## config.mk

```make
export PLATFORM = sky130hd
export DESIGN_NAME = sar_port_emu
export DESIGN_NICKNAME = d
export VERILOG_FILES = /design/src/rtl/sar_port_pkg.sv /design/src/rtl/sar_port_sync.sv /design/src/rtl/sar_port_timer.sv /design/src/rtl/sar_port_shifter.sv /design/src/rtl/sar_port_emu.sv
export SDC_FILE = /design/constraint.sdc
export NUM_CORES = 1
export LEC_CHECK = 0
export BUFFER_PORTS_ARGS = -buffer_cell sky130_fd_sc_hd__buf_2
export CORE_ASPECT_RATIO = 0.9
export CORE_UTILIZATION = 40
export DETAILED_ROUTE_END_ITERATION = 8
export GPL_TIMING_DRIVEN = 0
export PLACE_DENSITY_LB_ADDON = 0.2
export SYNTH_ARGS = -nofsm -noshare
export SYNTH_HDL_FRONTEND = slang
export SYNTH_HIERARCHICAL = 1
export SYNTH_SLANG_ARGS = --single-unit
```

## constraint.sdc

```tcl
create_clock -name clk -period 2.76 [get_ports clk]
set_input_delay 0.552 -clock clk [delete_from_list [all_inputs] [get_ports clk]]
set_output_delay 0.552 -clock clk [all_outputs]
set_load 0.1 [all_outputs]
```

## src/rtl/sar_port_pkg.sv

```systemverilog
`timescale 1ns/1ps
package sar_port_pkg;

    typedef enum logic [2:0] {
        ST_IDLE,
        ST_CONV,
        ST_DONE,
        ST_SHIFT,
        ST_HOLD
    } port_state_e;

    localparam int PIN_SCK = 0;
    localparam int PIN_SDI = 1;
    localparam int PIN_CNV = 2;
    localparam int PIN_CNT = 3;

endpackage

```

## src/rtl/sar_port_sync.sv

```systemverilog
`timescale 1ns/1ps
module sar_port_sync #(
    parameter int W      = 3,
    parameter int STAGES = 2
) (
    input  logic         clk,
    input  logic         rst_n,
    input  logic [W-1:0] d_i,
    output logic [W-1:0] q_o,
    output logic [W-1:0] rise_o,
    output logic [W-1:0] fall_o
);

    logic [STAGES-1:0][W-1:0] pipe_q;
    logic [W-1:0]             prev_q;

    always_ff @(posedge clk or negedge rst_n) begin
        if (!rst_n) begin
            pipe_q <= '0;
            prev_q <= '0;
        end else begin
            pipe_q <= {pipe_q[STAGES-2:0], d_i};
            prev_q <= pipe_q[STAGES-1];
        end
    end

    assign q_o = pipe_q[STAGES-1];

    for (genvar b = 0; b < W; b++) begin : g_edge
        assign rise_o[b] =  pipe_q[STAGES-1][b] & ~prev_q[b];
        assign fall_o[b] = ~pipe_q[STAGES-1][b] &  prev_q[b];
    end

endmodule

```

## src/rtl/sar_port_timer.sv

```systemverilog
`timescale 1ns/1ps
module sar_port_timer #(
    parameter int CYCLES = 20
) (
    input  logic clk,
    input  logic rst_n,
    input  logic run_i,
    output logic done_o
);

    localparam int CW = $clog2(CYCLES + 1);

    logic [CW-1:0] cnt_q;

    always_ff @(posedge clk or negedge rst_n) begin
        if (!rst_n)
            cnt_q <= '0;
        else if (!run_i)
            cnt_q <= '0;
        else if (!done_o)
            cnt_q <= cnt_q + 1'b1;
    end

    assign done_o = run_i && (cnt_q == CW'(CYCLES - 1));


    timer_bound_chk: assert property (@(posedge clk) disable iff (!rst_n)
        run_i |-> (cnt_q < CW'(CYCLES)));

endmodule

```

## src/rtl/sar_port_shifter.sv

```systemverilog
`timescale 1ns/1ps
module sar_port_shifter #(
    parameter int W = 16
) (
    input  logic         clk,
    input  logic         rst_n,
    input  logic         load_i,
    input  logic [W-1:0] data_i,
    input  logic         adv_i,
    output logic         msb_o,
    output logic         last_o
);

    localparam int BW = $clog2(W);

    logic [W-1:0]  sreg_q;
    logic [BW-1:0] idx_q;

    always_ff @(posedge clk or negedge rst_n) begin
        if (!rst_n) begin
            sreg_q <= '0;
            idx_q  <= '0;
        end else if (load_i) begin
            sreg_q <= data_i;
            idx_q  <= '0;
        end else if (adv_i) begin
            sreg_q <= {sreg_q[W-2:0], 1'b0};
            idx_q  <= idx_q + 1'b1;
        end
    end

    assign msb_o  = sreg_q[W-1];
    assign last_o = (idx_q == BW'(W - 1));


    no_wrap_chk: assert property (@(posedge clk) disable iff (!rst_n)
        (adv_i && !load_i) |-> !last_o);

endmodule

```

## src/rtl/sar_port_emu.sv

```systemverilog
`timescale 1ns/1ps
module sar_port_emu #(
    parameter int DATA_W      = 16,
    parameter int CONV_CYCLES = 20,
    parameter int SYNC_STAGES = 2
) (
    input  logic              clk,
    input  logic              rst_n,
    input  logic              cnv_i,
    input  logic              sdi_i,
    input  logic              sck_i,
    input  logic              turbo_i,
    input  logic [DATA_W-1:0] sample_i,
    output logic              sdo_o,
    output logic              sdo_en_o
);

    import sar_port_pkg::*;

    port_state_e state_q, state_d;

    logic [PIN_CNT-1:0] pin_q, pin_rise, pin_fall;
    logic cnv_q, sdi_q, cnv_rise, sdi_rise, sck_fall;
    logic tmr_done, sh_msb, sh_last, sh_load, sh_adv;

    sar_port_sync #(.W(PIN_CNT), .STAGES(SYNC_STAGES)) u_sync (
        .clk    (clk),
        .rst_n  (rst_n),
        .d_i    ({cnv_i, sdi_i, sck_i}),
        .q_o    (pin_q),
        .rise_o (pin_rise),
        .fall_o (pin_fall)
    );

    assign cnv_q    = pin_q[PIN_CNV];
    assign sdi_q    = pin_q[PIN_SDI];
    assign cnv_rise = pin_rise[PIN_CNV];
    assign sdi_rise = pin_rise[PIN_SDI];
    assign sck_fall = pin_fall[PIN_SCK];

    sar_port_timer #(.CYCLES(CONV_CYCLES)) u_timer (
        .clk    (clk),
        .rst_n  (rst_n),
        .run_i  (state_q == ST_CONV),
        .done_o (tmr_done)
    );

    assign sh_load = tmr_done;
    assign sh_adv  = (state_q == ST_SHIFT) && (state_d == ST_SHIFT) && sck_fall;

    sar_port_shifter #(.W(DATA_W)) u_shift (
        .clk    (clk),
        .rst_n  (rst_n),
        .load_i (sh_load),
        .data_i (sample_i),
        .adv_i  (sh_adv),
        .msb_o  (sh_msb),
        .last_o (sh_last)
    );

    // next-state logic
    always_comb begin
        state_d = state_q;
        unique case (state_q)
            ST_IDLE: begin
                if (cnv_rise && sdi_q && !turbo_i)
                    state_d = ST_CONV;
            end
            ST_CONV: begin
                if (!cnv_q)
                    state_d = ST_IDLE;
                else if (tmr_done)
                    state_d = sdi_q ? ST_HOLD : ST_DONE;
            end
            ST_DONE: begin
                if (!cnv_q)
                    state_d = ST_IDLE;
                else if (sdi_rise)
                    state_d = ST_HOLD;
                else if (sck_fall)
                    state_d = ST_SHIFT;
            end
            ST_SHIFT: begin
                if (!cnv_q)
                    state_d = ST_IDLE;
                else if (sdi_rise || (sck_fall && sh_last))
                    state_d = ST_HOLD;
            end
            ST_HOLD: begin
                if (!cnv_q)
                    state_d = ST_IDLE;
            end
            default: state_d = ST_IDLE;
        endcase
    end

    // state register
    always_ff @(posedge clk or negedge rst_n) begin
        if (!rst_n)
            state_q <= ST_IDLE;
        else
            state_q <= state_d;
    end

    // outputs
    always_comb begin
        sdo_o    = 1'b0;
        sdo_en_o = 1'b0;
        unique case (state_q)
            ST_IDLE: begin
                sdo_en_o = !cnv_q && !sdi_q;
            end
            ST_CONV, ST_HOLD: begin
                sdo_en_o = 1'b0;
            end
            ST_DONE: begin
                sdo_en_o = 1'b1;
            end
            ST_SHIFT: begin
                sdo_en_o = 1'b1;
                sdo_o    = sh_msb;
            end
            default: sdo_en_o = 1'b0;
        endcase
    end


    cs_start_chk: assert property (@(posedge clk) disable iff (!rst_n)
        (state_q == ST_IDLE && cnv_rise && sdi_q && !turbo_i) |=> (state_q == ST_CONV && !sdo_en_o));


    busy_low_chk: assert property (@(posedge clk) disable iff (!rst_n)
        (state_q == ST_DONE) |-> (sdo_en_o && !sdo_o));


    last_release_chk: assert property (@(posedge clk) disable iff (!rst_n)
        (state_q == ST_SHIFT && sck_fall && sh_last && cnv_q) |=> !sdo_en_o);


    sdi_release_chk: assert property (@(posedge clk) disable iff (!rst_n)
        ((state_q == ST_DONE || state_q == ST_SHIFT) && sdi_rise) |=> !sdo_en_o);


    turbo_block_chk: assert property (@(posedge clk) disable iff (!rst_n)
        (state_q == ST_IDLE && turbo_i) |=> (state_q == ST_IDLE));


    abort_chk: assert property (@(posedge clk) disable iff (!rst_n)
        (state_q != ST_IDLE && !cnv_q) |=> (state_q == ST_IDLE));

endmodule

```

==> results.toml <==
[run_status]
outcome = "finished, final reports clean"

[clock_tree]
cts_tree = "yes"
cts-root-buf = "clkbuf_8"
post_cts_buffers = 0
insertion_delay_ps = 280
htreeDepth = 2
clk_pin_slew_ps = 70
clock_tree.buffer_depth = 2
cts_made_buffers = 5
hold_buffers = 0
cts.sinks = 37
ctsResizeCount = 0

[setup_path]
cp_num_buf_inv = 1
critical_path.endpoint_type = "register"
cp_top_family = "simple AND/OR/NAND/NOR gates"
worstSetupPathDepth = 9
critical_path.cell_chain = "ha_1, and4bb_2, and2_1, nor3b_1, o21ai_1, a31oi_1, buf_6, mux2i_1, o21ai_1"
crit_fanout = 10
r2r_end = "u_shift/sreg_q[4]"
critPathKind = "reg -> reg"
crit_slowest_cell = "dfrtp_1"
r2r-start = "u_timer/cnt_q[0]"
reg2reg_depth = 9
crit_path_start_kind = "register"
regToRegSetupSlack_ps = 340
worst_path_most_repeated_cell = "o21ai_1"
slowest_delay_ps = 410
arrival_ps = 2580
critical_path_required_ps = 2920

[yosys]
synth_nets = 181
ys_warn_count = 6
netlist_area_mm2 = 0.001719
synth_cells = 157
syn_avg_cell_area_um2 = 10.95

[floorplan]
design.core.area_mm2 = 0.004101
die_w_um = 71.11
rows = 22
dieHeight_um = 64.20
pin_count = 24
dieArea_mm2 = 0.004565
initial_core_util = 0.4192

[route]
wirelength_um = 3162
routed-via-count = 1218
drc = 0
drt_pass1_iterations = 6
drtIter0Drc = 42
routed_via_density = 5.161
drtAntennaViolNets = 0
avgRoutedWirePerCell_um = 13.40

[timing]
drv_slew = 0
worst_slack_ps = 343.4
grt_setup_unrepaired = "no"
relSlewSlack = 0.4549
hold_violations = 0
setup_viol = 0
setup_tns_ps = 0
worst_pin_slew_ps = 817.6
hold_ws_ps = 346.4
fmax_mhz = 413.8
finalCritPeriodShare = 0.8756
min_period_ps = 2417
finClkSkew_ps = 5.535

[cells_and_area]
fill_cells = 366
syn_to_final_growth_pct = 16.96
diodes = 0
finalNetCount = 211
drive_gt1_frac = 0.2287

[grt]
grt_max_degree = 38
grt-ovfl-total = 0
grt_pass1_wl_um = 5388
grt_antenna_before_repair = 0
grt_pass1_vias = 1225
grtUsageTotal = 0.1558

[power_and_ir_drop]
ir_drop_mv = 0.3804
power_frac_comb = 0.048
p_total_w = 0.001082
intPower_w = 0.0008655
power.density_mw_per_mm2 = 538.3
leakage_nw = 0.8950
p_switching_w = 0.0002168
pwr-share-seq = 0.512
swShare = 0.2003
power_frac_clock = 0.440

[placed_design]
dp_slack_ps = 365.8
portBuffers = 23
place.detailed.hpwl_um = 2222
place.gp.congestion = 0.7534

[worst_hold_path]
min-delay-path-class = "in -> async"

[flow_run]
max-cap-violations = 0
power by group through the flow:
| stage | Combinational (W) | Clock [W] | Sequential, W |
|---|---|---|---|
| 2_1_floorplan | 0.0000234 | 0 | 0.000564 |
| 3_3_place_gp | 0.0000515 | 0 | 0.000564 |
| 3_5_place_dp | 0.0000527 | 0 | 0.000565 |
| 4_1_cts | 0.0000530 | 0.000495 | 0.000554 |
| 5_1_grt | 0.0000580 | 0.000524 | 0.000554 |
| 6_report | 0.0000515 | 0.000477 | 0.000554 |
worst max-delay path by stage:
| stage | start | end | slack (ps) |
|---|---|---|---|
| final | u_timer/cnt_q[0] | u_shift/sreg_q[4] | 340 |
| after global routing | u_timer/cnt_q[0] | u_shift/sreg_q[8] | 100 |
| after CTS | u_timer/cnt_q[0] | u_shift/sreg_q[10] | 350 |
| after detailed placement | u_timer/cnt_q[0] | u_shift/sreg_q[10] | 370 |
| after global placement | u_timer/cnt_q[0] | u_shift/sreg_q[6] | 400 |
| after floorplan | state_q[0] | sdo_en_o | 230 |
state kept, by name (all words and copies together), names as in the netlist:
register        flops
u_sync/pipe_q       3
u_shift/sreg_q     16
u_sync/q_o          3
u_timer/cnt_q       5
u_shift/idx_q       4
u_sync/prev_q       3
state_q             3
layout by cell type, fill, tap and decap left out, drive strengths merged, types with 2 or more instances in the layout:
cell and instances:
dfrtp 37, a31oi 2, nand2b 4, nand2 20, xnor2 4, nand3 4
ha 2, buf 32, nor2b 4, nor3b 3, nand4b 2, o21ai 19
nor2 7, and4bb 2, clkbuf 7, nand3b 3, and2 6, mux2i 16
a21oi 2, nand4 2
area by class of cell:
type	count	area [um^2]	area share
Buffer	9	67.56	0.03360
Clock buffer	7	86.33	0.04294
Clock inverter	1	30.03	0.01493
Multi-Input combinational cell	111	725.7	0.3609
Sequential cell	37	925.9	0.4605
Tap cell	48	60.06	0.02987
Timing Repair Buffer	23	115.1	0.05725
stage by stage:
step                      cell area [um^2]    util  cells
after floorplan                       1719       -    157
after global placement                1894  0.4619    228
after detailed placement              1894  0.4619    228
after CTS                             2011  0.4902    236
after global routing                  2011  0.4902    236
final                                 2011  0.4902    236
routing by layer:
metal,up-vias,GRT usage,part of all wire,routed length (um)
met2,30,0.2392,0.46,1455
met1,584,0.2006,0.47,1501
met4,0,0.08000,0.015,48
met5,-,0,0,0
met3,6,0.04416,0.049,156
li1,598,-,-,-
Note: power is estimated with default switching activity, not from simulation.
